<file path="src/rtl/bank_map_pkg.sv">
// Package: shared target encoding for the address mapper.
// Assumes: consumers decode the target code as a 2-bit field.
package bank_map_pkg;
    typedef enum logic [1:0] {
        TGT_DATA = 2'd0,
        TGT_IMEM = 2'd1,
        TGT_UMEM = 2'd2
    } tgt_e;
endpackage

</file>
<file path="src/rtl/data_xlate.sv">
// Module: data_xlate
// Classifies a data address into plain / window / I/O region and
// translates window accesses through the data map value.
// Assumes: the slot is SLOT_W bits and both memories are a whole
// number of slots; clk/rst_n serve only the assertions.
module data_xlate
    import bank_map_pkg::*;
#(
    parameter int ADDR_W   = 16,
    parameter int SLOT_W   = 14,
    parameter int MAP_W    = 16,
    parameter int SEG_W    = 7,
    parameter int IMEM_W   = 18,
    parameter int UMEM_W   = 17,
    parameter int SEL_BIT  = 12,
    parameter int IO_LSB   = 4,
    parameter logic [1:0] WIN_REGION = 2'b10,
    parameter logic [1:0] IO_REGION  = 2'b11,
    parameter logic [15:0] IO_OK_BASE = 16'hFF00
) (
    input  logic                clk,
    input  logic                rst_n,
    input  logic [ADDR_W-1:0]   d_addr,
    input  logic [MAP_W-1:0]    dmap,
    input  logic [(1<<SEG_W)-1:0] seg_present,
    output logic [1:0]          d_tgt,
    output logic [SEG_W-1:0]    d_seg,
    output logic [IMEM_W-1:0]   d_off,
    output logic                d_berr
);
    localparam int IMEM_SLOT_W = IMEM_W - SLOT_W;
    localparam int UMEM_SLOT_W = UMEM_W - SLOT_W;
    localparam int OFF_W       = IMEM_W;

    logic [ADDR_W-SLOT_W-1:0] region;
    logic                     in_win;
    logic                     in_io;
    logic                     io_ok;
    logic [SEG_W-1:0]         useg;
    logic [IMEM_W-1:0]        imem_off;
    logic [UMEM_W-1:0]        umem_off;

    // Purpose: decode the region and the legal I/O block.
    always_comb begin
        region = d_addr[ADDR_W-1:SLOT_W];
        in_win = (region == WIN_REGION);
        in_io  = (region == IO_REGION);
        io_ok  = (d_addr[ADDR_W-1:IO_LSB] == IO_OK_BASE[ADDR_W-1:IO_LSB]);
    end

    // Purpose: form both candidate window offsets from slot and low bits.
    always_comb begin
        useg     = dmap[UMEM_SLOT_W +: SEG_W];
        imem_off = {dmap[IMEM_SLOT_W-1:0], d_addr[SLOT_W-1:0]};
        umem_off = {dmap[UMEM_SLOT_W-1:0], d_addr[SLOT_W-1:0]};
    end

    // Purpose: select target, segment, offset and error flag.
    always_comb begin
        d_tgt  = TGT_DATA;
        d_seg  = '0;
        d_off  = OFF_W'(d_addr);
        d_berr = 1'b0;
        if (in_win) begin
            if (dmap[SEL_BIT]) begin
                d_tgt = TGT_IMEM;
                d_off = imem_off;
            end else begin
                d_tgt  = TGT_UMEM;
                d_seg  = useg;
                d_off  = OFF_W'(umem_off);
                d_berr = !seg_present[useg];
            end
        end else if (in_io) begin
            d_berr = !io_ok;
        end
    end

    AST_D_UMEM_PRESENT: assert property (@(posedge clk) disable iff (!rst_n)
        (d_tgt == TGT_UMEM && !d_berr) |-> seg_present[d_seg]);
    AST_D_PLAIN_PASS: assert property (@(posedge clk) disable iff (!rst_n)
        (d_tgt == TGT_DATA) |-> (d_off == OFF_W'(d_addr)));
    AST_D_BERR_SOURCE: assert property (@(posedge clk) disable iff (!rst_n)
        d_berr |-> (d_tgt == TGT_UMEM || d_addr[ADDR_W-1:SLOT_W] == IO_REGION));
    AST_D_WIN_LOW: assert property (@(posedge clk) disable iff (!rst_n)
        (d_tgt != TGT_DATA) |-> (d_off[SLOT_W-1:0] == d_addr[SLOT_W-1:0]));
endmodule

</file>
<file path="src/rtl/fetch_xlate.sv">
// Module: fetch_xlate
// Turns the word PC into a byte address and routes it through the
// instruction map value to instruction or unified memory.
// Assumes: PC_W + 2 == IMEM_W and IMAP_SEG_W > SEG_W.
module fetch_xlate
    import bank_map_pkg::*;
#(
    parameter int PC_W       = 16,
    parameter int MAP_W      = 16,
    parameter int SEG_W      = 7,
    parameter int IMAP_SEG_W = 8,
    parameter int IMEM_W     = 18,
    parameter int UMEM_W     = 17,
    parameter int SEL_BIT    = 12
) (
    input  logic                  clk,
    input  logic                  rst_n,
    input  logic [PC_W-1:0]       pc,
    input  logic [MAP_W-1:0]      imap,
    input  logic [(1<<SEG_W)-1:0] seg_present,
    output logic [1:0]            f_tgt,
    output logic [IMAP_SEG_W-1:0] f_seg,
    output logic [IMEM_W-1:0]     f_off,
    output logic                  f_berr
);
    localparam int BYTE_W = PC_W + 2;

    logic [BYTE_W-1:0]     pc_byte;
    logic [IMAP_SEG_W-1:0] iseg;
    logic                  seg_in_range;

    // Purpose: byte address and requested segment.
    always_comb begin
        pc_byte      = {pc, 2'b00};
        iseg         = imap[IMAP_SEG_W-1:0];
        seg_in_range = (iseg[IMAP_SEG_W-1:SEG_W] == '0);
    end

    // Purpose: select fetch target and flag missing segments.
    always_comb begin
        if (imap[SEL_BIT]) begin
            f_tgt  = TGT_UMEM;
            f_seg  = iseg;
            f_off  = IMEM_W'(pc_byte[UMEM_W-1:0]);
            f_berr = !(seg_in_range && seg_present[iseg[SEG_W-1:0]]);
        end else begin
            f_tgt  = TGT_IMEM;
            f_seg  = '0;
            f_off  = IMEM_W'(pc_byte);
            f_berr = 1'b0;
        end
    end

    AST_F_ALIGN: assert property (@(posedge clk) disable iff (!rst_n)
        f_off[1:0] == 2'b00);
    AST_F_UMEM_TRUNC: assert property (@(posedge clk) disable iff (!rst_n)
        (f_tgt == TGT_UMEM) |-> (f_off[IMEM_W-1:UMEM_W] == '0));
    AST_F_IMEM_NOERR: assert property (@(posedge clk) disable iff (!rst_n)
        (f_tgt == TGT_IMEM) |-> !f_berr);
endmodule

</file>
<file path="src/rtl/fetch_pc.sv">
// Module: fetch_pc
// Holds the word program counter: reset vector, load, otherwise hold.
// Assumes: synchronous active-low reset.
module fetch_pc #(
    parameter int          PC_W     = 16,
    parameter logic [15:0] RESET_PC = 16'hFFC0
) (
    input  logic            clk,
    input  logic            rst_n,
    input  logic            pc_load,
    input  logic [PC_W-1:0] pc_in,
    output logic [PC_W-1:0] pc
);
    // Purpose: reset to the vector, else load or hold.
    always_ff @(posedge clk) begin
        if (!rst_n)
            pc <= RESET_PC[PC_W-1:0];
        else if (pc_load)
            pc <= pc_in;
    end

    AST_PC_LOAD: assert property (@(posedge clk) disable iff (!rst_n)
        pc_load |=> (pc == $past(pc_in)));
    AST_PC_HOLD: assert property (@(posedge clk) disable iff (!rst_n)
        !pc_load |=> $stable(pc));
endmodule

</file>
<file path="src/rtl/bank_addr_mapper.sv">
// Module: bank_addr_mapper (top)
// Data-side window mapping plus fetch-side mapping with a resident PC.
// Assumes: map values and the present mask are stable when used.
module bank_addr_mapper
    import bank_map_pkg::*;
#(
    parameter int ADDR_W     = 16,
    parameter int MAP_W      = 16,
    parameter int SEG_W      = 7,
    parameter int IMAP_SEG_W = 8,
    parameter int PC_W       = 16,
    parameter int IMEM_W     = 18,
    parameter int UMEM_W     = 17
) (
    input  logic                  clk,
    input  logic                  rst_n,
    input  logic [ADDR_W-1:0]     d_addr,
    input  logic [MAP_W-1:0]      dmap,
    input  logic [MAP_W-1:0]      imap,
    input  logic [(1<<SEG_W)-1:0] seg_present,
    input  logic                  pc_load,
    input  logic [PC_W-1:0]       pc_in,
    output logic [1:0]            d_tgt,
    output logic [SEG_W-1:0]      d_seg,
    output logic [IMEM_W-1:0]     d_off,
    output logic                  d_berr,
    output logic [PC_W-1:0]       f_pc,
    output logic [1:0]            f_tgt,
    output logic [IMAP_SEG_W-1:0] f_seg,
    output logic [IMEM_W-1:0]     f_off,
    output logic                  f_berr
);
    data_xlate #(
        .ADDR_W(ADDR_W), .MAP_W(MAP_W), .SEG_W(SEG_W),
        .IMEM_W(IMEM_W), .UMEM_W(UMEM_W)
    ) i_data_xlate (
        .clk(clk), .rst_n(rst_n), .d_addr(d_addr), .dmap(dmap),
        .seg_present(seg_present), .d_tgt(d_tgt), .d_seg(d_seg),
        .d_off(d_off), .d_berr(d_berr)
    );

    fetch_pc #(.PC_W(PC_W)) i_fetch_pc (
        .clk(clk), .rst_n(rst_n), .pc_load(pc_load), .pc_in(pc_in), .pc(f_pc)
    );

    fetch_xlate #(
        .PC_W(PC_W), .MAP_W(MAP_W), .SEG_W(SEG_W), .IMAP_SEG_W(IMAP_SEG_W),
        .IMEM_W(IMEM_W), .UMEM_W(UMEM_W)
    ) i_fetch_xlate (
        .clk(clk), .rst_n(rst_n), .pc(f_pc), .imap(imap),
        .seg_present(seg_present), .f_tgt(f_tgt), .f_seg(f_seg),
        .f_off(f_off), .f_berr(f_berr)
    );
endmodule

</file>
<file path="config.mk">
export PLATFORM = sky130hd
export DESIGN_NAME = bank_addr_mapper
export DESIGN_NICKNAME = d
export VERILOG_FILES = /design/src/rtl/bank_map_pkg.sv /design/src/rtl/data_xlate.sv /design/src/rtl/fetch_xlate.sv /design/src/rtl/fetch_pc.sv /design/src/rtl/bank_addr_mapper.sv
export SDC_FILE = /design/constraint.sdc
export NUM_CORES = 1
export LEC_CHECK = 0
export BUFFER_PORTS_ARGS = -buffer_cell sky130_fd_sc_hd__buf_2
export CAP_MARGIN = 20
export CORE_MARGIN = 4
export CORE_UTILIZATION = 35
export CTS_BUF_LIST = sky130_fd_sc_hd__clkbuf_16
export DETAILED_ROUTE_END_ITERATION = 8
export GPL_ROUTABILITY_DRIVEN = 0
export PLACE_DENSITY = 0.81
export SLEW_MARGIN = 10
export SYNTH_ARGS = -nofsm -noshare
export SYNTH_HDL_FRONTEND = slang
export SYNTH_SLANG_ARGS = --single-unit
export TNS_END_PERCENT = 10
</file>
<file path="constraint.sdc">
create_clock -name clk -period 4 [get_ports clk]
set_input_delay 0.6 -clock clk [delete_from_list [all_inputs] [get_ports clk]]
set_output_delay 0.6 -clock clk [all_outputs]
set_load 0.1 [all_outputs]
</file>
==> flow_metrics.tcl, run 1 <==
set metrics [dict create \
    numPortBuffers 245 \
    cp_max_fo 14 \
    fin_worst_skew_ns 0 \
    fmax_ghz 0.278 \
    combinationalPowerShare 0.662 \
    drt_iter0_drc 275 \
    cap_viol_max_count 0 \
    crit_chain "buf_2 > buf_4 > mux4_2 > a22oi_1 > a311oi_1 > nor4b_1 > a311o_1 > buf_12" \
    ant_nets 0 \
    drive_above_1_share 0.627 \
    ys_warn_count 0 \
    grt_max_degree 26 \
    relSlewSlack 0.616 \
    p_leak_nw 2.07 \
    final_common_cell "buf_2" \
    coreArea_um2 8850 \
    tritoncts "done" \
    crit_slowest_cell "mux4_2" \
    ys_ff_latch 16 \
    holdCritPathClass "reg2reg" \
    rsz0062_at_grt "no" \
    clkLatencyLatePin_ns 0.24 \
    crit_arrival_ns 2.99 \
    synthFlopType "dfxtp_1" \
    cts_resized 0 \
    post-route-cell-area_um2 4350 \
    dr.pass1.iters 4 \
    mostFrequentLayoutCells "243 x buf_2, 51 x mux4_2, 35 x mux2i_1" \
    dp_hpwl_um 10800 \
    row_count 34 \
    track_usage 0.225 \
    p_sw_uw 528 \
    reg_top3 "i_fetch_pc.pc x16" \
    slew_violations 0 \
    die_width_um 104 \
    fin_crit_sh 0.898 \
    grt_pass1_vias 3767 \
    cts-root-buf "clkbuf_16" \
    ir_drop_v 0.000268 \
    critPathLaunchType "primary input" \
    cts_buffer_depth 2 \
    wl_per_cell_um 21.3 \
    critical-path-top-delay-family "buffers and inverters" \
    final_nets 693 \
    share_seq_of_total_power 0.165 \
    numClockSinks 16 \
    path_clk_slew_ns 0.05 \
    overflow 0 \
    start_util 0.366 \
    power_mw 1.07 \
    final.setup.worst_slack_ns 0.406 \
    internal_power_uw 543 \
    cts-htree-levels 1 \
    top_register "i_fetch_pc.pc" \
    cts_made_buffers 3 \
    die_h_um 104 \
    largest_reg_flops 16 \
    syn-instance-count 299 \
    syn_area_per_cell_um2 10.8 \
    drt-total-wl_um 12900 \
    place_ws_ns 0.375 \
    finalHoldViolCount 0 \
    power_frac_clock 0.173 \
    period_minus_slack_ns 3.59 \
    vias 3563 \
    tightest_slew_ns 0.577 \
    async_flop_share 0 \
    antenna_found_initial 2 \
    end_kind "primary output" \
    synth-edff-count 0 \
    syn-cell-area_um2 3240 \
    rrSetupSlack_ns 3.36 \
    powerDensity_nw_per_um2 246 \
    status "completed" \
    dpl-instance-area_um2 4270 \
    switching_share 0.493 \
    critPathMaxStageDelay_ns 0.53 \
    postCtsSetupBuffers 0 \
    cts_hold_buf 0 \
    grt_pass1_wl_um 19600 \
    area_delta_synth_final_pct 34.4 \
    path_class "in2out" \
    drc 0 \
    top_level_ports 268 \
    tns_ns 0 \
    dieArea_um2 10900 \
    critPathRequiredTime_ns 3.40 \
    ys_seq_area_frac 0.0989 \
    synth_cell_types 49 \
    setup_violations 0 \
    vias_per_cell 5.89 \
    path_buf_inv 3 \
]
final cells by class:
class,count,area (um^2)
inverter,3,11.3
timing repair buffer,251,1310
clock buffer,3,75.1
tap,108,135
sequential,16,320
multi-input combinational,223,2490
fill,827,4500
antenna,1,2.50
synth_stat cells (all sizes together), types with 4 or more instances:
library cell | number | share of area
and2 | 16 | 0.031
clkbuf | 10 | 0.012
buf | 48 | 0.12
o21ai | 5 | 0.0077
mux4 | 57 | 0.40
mux2 | 4 | 0.014
dfxtp | 16 | 0.099
o221ai | 6 | 0.016
mux2i | 35 | 0.11
nor2 | 7 | 0.0081
nand2 | 21 | 0.024
nor2b | 17 | 0.033
nand3 | 4 | 0.0062
a22oi | 7 | 0.016
stage by stage:
stage	utilization	hold WS (ns)	std cells
2_1_floorplan	-	0.728	300
3_5_place_dp	0.483	0.479	601
4_1_cts	0.491	0.492	604
6_report	0.492	0.490	605
5_1_grt	0.492	0.531	605
3_3_place_gp	0.483	0.469	601
per-layer routing:
layer / track usage / vias up / wire length, um
met5: 0 / - / 13
met4: 0.0589 / 2 / 225
met3: 0.0596 / 28 / 1240
met2: 0.429 / 233 / 6860
met1: 0.245 / 1727 / 4530
li1: - / 1573 / -
power groups by stage:
stage               logic [mW]  registers, mW  clock network, mW
CTS                      0.710          0.176              0.189
finish                   0.709          0.176              0.186
floorplan                0.486          0.248                  0
detailed placement       0.709          0.179                  0
global route             0.743          0.178              0.196
global placement         0.697          0.178                  0
final timing paths:
| check | to | startpoint | cells after the start |
|---|---|---|---|
| setup / recovery | f_berr | imap[0] | 8 |
| hold / removal | i_fetch_pc.pc[15]$_SDFFE_PN1P_ | i_fetch_pc.pc[15]$_SDFFE_PN1P_ | 2 |
| setup reg to reg | i_fetch_pc.pc[0]$_SDFFE_PN0P_ | i_fetch_pc.pc[0]$_SDFFE_PN0P_ | 2 |
| hold reg to reg | i_fetch_pc.pc[15]$_SDFFE_PN1P_ | i_fetch_pc.pc[15]$_SDFFE_PN1P_ | 2 |
logic make-up (layout without fill, tap and decap cells):
| logic type | count (synthesis) | count (layout) | synth area share |
|---|---|---|---|
| DFF | 16 | 16 | 0.0989 |
| buffers and inverters | 61 | 257 | 0.133 |
| and+or+nand+nor | 81 | 81 | 0.137 |
| muxes | 96 | 96 | 0.526 |
| other | 1 | 3 | 0.00116 |
| AOI/OAI and AO/OA | 44 | 44 | 0.104 |
worst register-to-register path, delay by kind of cell, from the launching register on:
family	cells	cell delay, ns
flops	1	0.32
simple gates	1	0.07
mux	1	0.15
Power figures use the tool's default switching activity.
==> inputs of run 2 (changes only) <==
CELL_PAD_IN_SITES_DETAIL_PLACEMENT = 1   (was unset)
CELL_PAD_IN_SITES_GLOBAL_PLACEMENT = 1   (was unset)
CORE_UTILIZATION = 30   (was 35)
PLACE_DENSITY = 0.95   (was 0.81)
==> run 2 against run 1 <==
Via count up 0.73%. Global-route usage decreased by 0.23 points. Combinational power grew 1%. Design area rose by 1.6%. Critical path depth is 2 higher. Die area increased by 15%. Fmax is 2.0% higher. Worst setup slack better by 0.070 ns. Hold slack improved by 0.027 ns. Non-clock buffer count is 3 higher. Critical path type unchanged. Largest power group unchanged.
==> flow_metrics.tcl, run 2 (same netlist as run 1, synthesis figures left out) <==
set metrics [dict create \
    area_delta_synth_final_pct 36.4 \
    fin_crit_sh 0.881 \
    top_level_ports 268 \
    grt_pass1_wl_um 22200 \
    switching_share 0.497 \
    tns_ns 0 \
    cts_hold_buf 0 \
    cts-htree-levels 1 \
    drt-total-wl_um 14600 \
    overflow 0 \
    cts_made_buffers 3 \
    dpl-instance-area_um2 4340 \
    wl_per_cell_um 23.1 \
    power_mw 1.09 \
    critPathMaxStageDelay_ns 0.53 \
    slew_violations 0 \
    tritoncts "done" \
    largest_reg_flops 16 \
    coreArea_um2 10400 \
    final.setup.worst_slack_ns 0.476 \
    reg_top3 "i_fetch_pc.pc x16" \
    critPathLaunchType "primary input" \
    die_h_um 112 \
    holdCritPathClass "reg2reg" \
    drt_iter0_drc 195 \
    tightest_slew_ns 0.535 \
    top_register "i_fetch_pc.pc" \
    rsz0062_at_grt "no" \
    powerDensity_nw_per_um2 246 \
    finalNonFillerCells 635 \
    n_antenna_cell 0 \
    period_minus_slack_ns 3.52 \
    numPortBuffers 245 \
    cap_viol_max_count 0 \
    crit_chain "buf_2 > buf_12 > buf_4 > mux4_2 > a22oi_1 > a21boi_0 > o21ai_0 > o21ai_0 > o211ai_1 > buf_12" \
    cts_buffer_depth 2 \
    p_sw_uw 539 \
    numClockSinks 16 \
    end_kind "primary output" \
    row_count 37 \
    place_ws_ns 0.440 \
    vias_per_cell 5.65 \
    drive_above_1_share 0.629 \
    die_width_um 112 \
    fin_worst_skew_ns 0 \
    grt_max_degree 26 \
    finalHoldViolCount 0 \
    grt_pass1_vias 3983 \
    fmax_ghz 0.284 \
    ir_drop_v 0.000296 \
    internal_power_uw 546 \
    dr.pass1.iters 4 \
    clkLatencyLatePin_ns 0.24 \
    path_class "in2out" \
    cts_resized 0 \
    start_util 0.311 \
    crit_slowest_cell "mux4_2" \
    cts-root-buf "clkbuf_16" \
    vias 3589 \
    track_usage 0.223 \
    crit_arrival_ns 2.92 \
    critPathRequiredTime_ns 3.40 \
    cp_max_fo 19 \
    drc 0 \
    combinationalPowerShare 0.663 \
    dp_hpwl_um 12500 \
    post-route-cell-area_um2 4420 \
    p_leak_nw 2.09 \
    ant_nets 0 \
    share_seq_of_total_power 0.164 \
    fillers 1268 \
    dp.cells 632 \
    postCtsSetupBuffers 0 \
    final_nets 696 \
    antenna_found_initial 1 \
    status "completed" \
    mostFrequentLayoutCells "243 x buf_2, 51 x mux4_2, 35 x mux2i_1" \
    final_common_cell "buf_2" \
    setup_violations 0 \
    path_clk_slew_ns 0.05 \
    power_frac_clock 0.173 \
    relSlewSlack 0.643 \
    dieArea_um2 12500 \
]
-- run 2: changes by cell type in the layout (fill, tap and decap cells not counted) --
cell	change
buf_4	+2
buf_12	+1
diode_2	-1
-- run 2: final cells by class --
type,count,area [um^2],share of cell area
Inverter,3,11.3,0.00255
Clock buffer,3,75.1,0.0170
Tap cell,136,170,0.0385
Timing Repair Buffer,254,1350,0.305
Sequential cell,16,320,0.0725
Multi-Input combinational cell,223,2490,0.564
-- run 2: power by group through the flow --
stage	sequential [mW]	combinational (mW)	clock, mW
finish	0.178	0.719	0.188
global placement	0.179	0.703	0
CTS	0.178	0.724	0.191
global route	0.179	0.756	0.197
detailed placement	0.181	0.722	0
floorplan	0.248	0.486	0
-- run 2: worst max-delay path: cells and delay by family --
family          cells  cell delay, ns
compound gates      5            0.85
buf+inv             4            0.93
mux                 1            0.53
-- run 2: metrics by stage --
step	util	hold slack (ns)
5_1_grt	0.424	0.554
3_3_place_gp	0.417	0.468
6_report	0.424	0.517
2_1_floorplan	-	0.728
3_5_place_dp	0.417	0.501
4_1_cts	0.424	0.524
-- run 2: path summary, 6_finish.rpt --
| kind | startpoint | end | slack (ns) | cells after the start |
|---|---|---|---|---|
| min reg2reg | i_fetch_pc.pc[14]$_SDFFE_PN1P_ | i_fetch_pc.pc[14]$_SDFFE_PN1P_ | 0.52 | 2 |
| min | i_fetch_pc.pc[14]$_SDFFE_PN1P_ | i_fetch_pc.pc[14]$_SDFFE_PN1P_ | 0.52 | 2 |
| max reg2reg | i_fetch_pc.pc[7]$_SDFFE_PN1P_ | i_fetch_pc.pc[7]$_SDFFE_PN1P_ | 3.31 | 2 |
| max | dmap[3] | d_berr | 0.48 | 10 |
-- run 2: routing by layer --
metal	global-route usage	vias up	routed length [um]
li1	-	1571	-
met2	0.433	224	7880
met4	0.0616	2	389
met3	0.0467	34	1120
met5	0	-	13
met1	0.242	1758	5240
==> inputs of run 3 (changes only) <==
ABC_AREA = 1   (was unset)
CORE_UTILIZATION = 26   (was 30)
PLACE_DENSITY = 0.94   (was 0.95)
==> run 3 against run 2 <==
Clock skew stayed put. Hold slack got worse by 0.034 ns. Largest power group unchanged. Via count rose by 56%. Sequential power about the same. Largest cell class unchanged. Utilization shrank 7.1 points. First-iteration DRC count grew 94%. Sequential share of layout area is 0.39 points lower. Synthesized cell count up 140%. Fmax increased by 6.7%. Register-to-register slack better by 0.03 ns.
==> flow_metrics.tcl, run 3 <==
set metrics [dict create \
    syn-instance-count 715 \
    relSlewSlack 0.498 \
    finalHoldViolCount 0 \
    row_count 42 \
    final-seq-area_um2 320 \
    syn-cell-area_um2 3530 \
    power_mw 1.17 \
    postCtsSetupBuffers 0 \
    ant_nets 0 \
    crit_slowest_cell "inv_4" \
    grt_pass1_wl_um 30300 \
    grt_util_met3 0.0283 \
    fin_util 0.353 \
    cap_viol_max_count 0 \
    syn_area_per_cell_um2 4.93 \
    async_flop_share 0 \
    largest_reg_flops 16 \
    place_ws_ns 0.758 \
    top_register "i_fetch_pc.pc" \
    synth.top_cells.by_count "249 x nand2_1, 180 x nand3_1, 73 x nor2_1, 44 x o21ai_0, 39 x buf_4" \
    final_nets 1089 \
    coreArea_um2 13200 \
    powerDensity_nw_per_um2 250 \
    dieArea_um2 15500 \
    drive_above_1_share 0.295 \
    slew_violations 0 \
    fmax_ghz 0.303 \
    fin_worst_skew_ns 0 \
    die_width_um 124 \
    synth-edff-count 0 \
    ys_ff_latch 16 \
    synthAdderAreaFrac 0 \
    cp_max_fo 66 \
    area_delta_synth_final_pct 32.5 \
    setup_violations 0 \
    critPathLaunchType "primary input" \
    multi_input_area_um2 2550 \
    synth_cell_types 22 \
    critPathMaxStageDelay_ns 0.58 \
    vias_per_cell 5.22 \
    period_minus_slack_ns 3.30 \
    met2_usage 0.419 \
    drt-total-wl_um 19300 \
    grt_max_degree 67 \
    cts_hold_buf 0 \
    drt_iter0_drc 379 \
    ys_top_cells_by_area "nand2_1 27%, nand3_1 26%, dfxtp_1 9.1%" \
    grt_util_met1 0.284 \
    crit_chain "buf_2 > inv_4 > o21ai_0 > o22ai_1 > nand2_1 > nand3_1 > nand3_1 > nand2_1 > nand2_1 > nand3_1 > nand3_1 > buf_12" \
    vias 5606 \
    path_class "in2out" \
    ys_seq_area_frac 0.0908 \
    rsz0062_at_grt "no" \
    ys_warn_count 0 \
    critPathRequiredTime_ns 3.40 \
    path_clk_slew_ns 0.05 \
    track_usage 0.235 \
    synthFlopType "dfxtp_1" \
    holdWs_ns 0.482 \
    numPortBuffers 245 \
    busiest_layer "met2" \
    synth_mux_area_frac 0 \
    top_level_ports 268 \
    cts-root-buf "clkbuf_16" \
    crit_arrival_ns 2.70 \
    yosysTopAreaCell "nand2_1" \
    antenna_found_initial 5 \
    final.setup.worst_slack_ns 0.698 \
    cts_buffer_depth 2 \
    clkLatencyLatePin_ns 0.25 \
    numClockSinks 16 \
    yosys.cell_count.top_type "nand2_1" \
    tightest_slew_ns 0.753 \
    reg_top3 "i_fetch_pc.pc x16" \
    status "completed" \
    wl_per_cell_um 18.0 \
    synthSimpleGateAreaFrac 0.605 \
    cts_made_buffers 3 \
    p_leak_nw 2.59 \
    end_kind "primary output" \
    grt_pass1_vias 5866 \
    synthXorXnorAreaFrac 0 \
    tritoncts "done" \
    synth_compound_area_frac 0.117 \
    die_h_um 124 \
    fin_crit_sh 0.825 \
    synth_top_family_by_area "simple AND/OR/NAND/NOR gates" \
    dp_hpwl_um 15200 \
    ir_drop_v 0.000170 \
    synth_top_area_frac 0.265 \
    start_util 0.266 \
    fillers 1939 \
    drc 0 \
    final_common_cell "nand2_1" \
    cts_resized 0 \
    dr.pass1.iters 5 \
    holdCritPathClass "reg2reg" \
    overflow 0 \
    cts-htree-levels 1 \
    mostFrequentLayoutCells "249 x nand2_1, 243 x buf_2, 180 x nand3_1" \
    path_common_cell "nand3_1" \
]
[run 3: per-layer routing]
| layer | vias up | part of all wire |
|---|---|---|
| li1 | 2678 | - |
| met1 | 2627 | 0.41 |
| met2 | 242 | 0.50 |
| met3 | 59 | 0.045 |
| met4 | 0 | 0.045 |
| met5 | - | 0 |
[run 3: report_power, final]
group          switching [mW]  internal, mW  leakage, nW
clock                  0.0648         0.133       0.0386
sequential            0.00903         0.171        0.133
combinational           0.589         0.200         2.42
[run 3: cell families (layout without fill, tap and decap cells)]
kind of cell    Yosys count  after routing
buf+inv                 116            293
flops                    16             16
other cells               1              7
simple gates            506            506
compound gates           76             76
[run 3: critical path, delay by kind of cell]
family,cells,cell delay [ns]
buf+inv,3,1.05
compound gates,2,0.34
simple gates,7,0.67
[run 3: through the flow]
stage | setup TNS (ns) | area (um^2) | cells
3_3_place_gp | 0 | 4580 | 1065
2_1_floorplan | -2.24 | 3530 | 716
4_1_cts | 0 | 4660 | 1069
3_5_place_dp | 0 | 4580 | 1065
5_1_grt | 0 | 4670 | 1074
6_report | 0 | 4670 | 1074
[run 3: layout make-up]
type                       instances  area share
tap                              176      0.0471
multi-input combinational        584       0.547
clock inverter                     1    0.000803
clock buffer                       3      0.0161
antenna                            5     0.00268
inverter                          31      0.0254
sequential                        16      0.0686
timing repair buffer             258       0.292
[run 3: worst paths after layout]
kind                            depth (start not counted)                        endpoint  slack (ns)                      startpoint
worst max register to register                          2   i_fetch_pc.pc[5]$_SDFFE_PN0P_        3.34   i_fetch_pc.pc[5]$_SDFFE_PN0P_
worst min-delay path                                    2  i_fetch_pc.pc[14]$_SDFFE_PN1P_        0.48  i_fetch_pc.pc[14]$_SDFFE_PN1P_
worst min register to register                          2  i_fetch_pc.pc[14]$_SDFFE_PN1P_        0.48  i_fetch_pc.pc[14]$_SDFFE_PN1P_
worst max-delay path                                   12                          d_berr        0.70                         dmap[3]
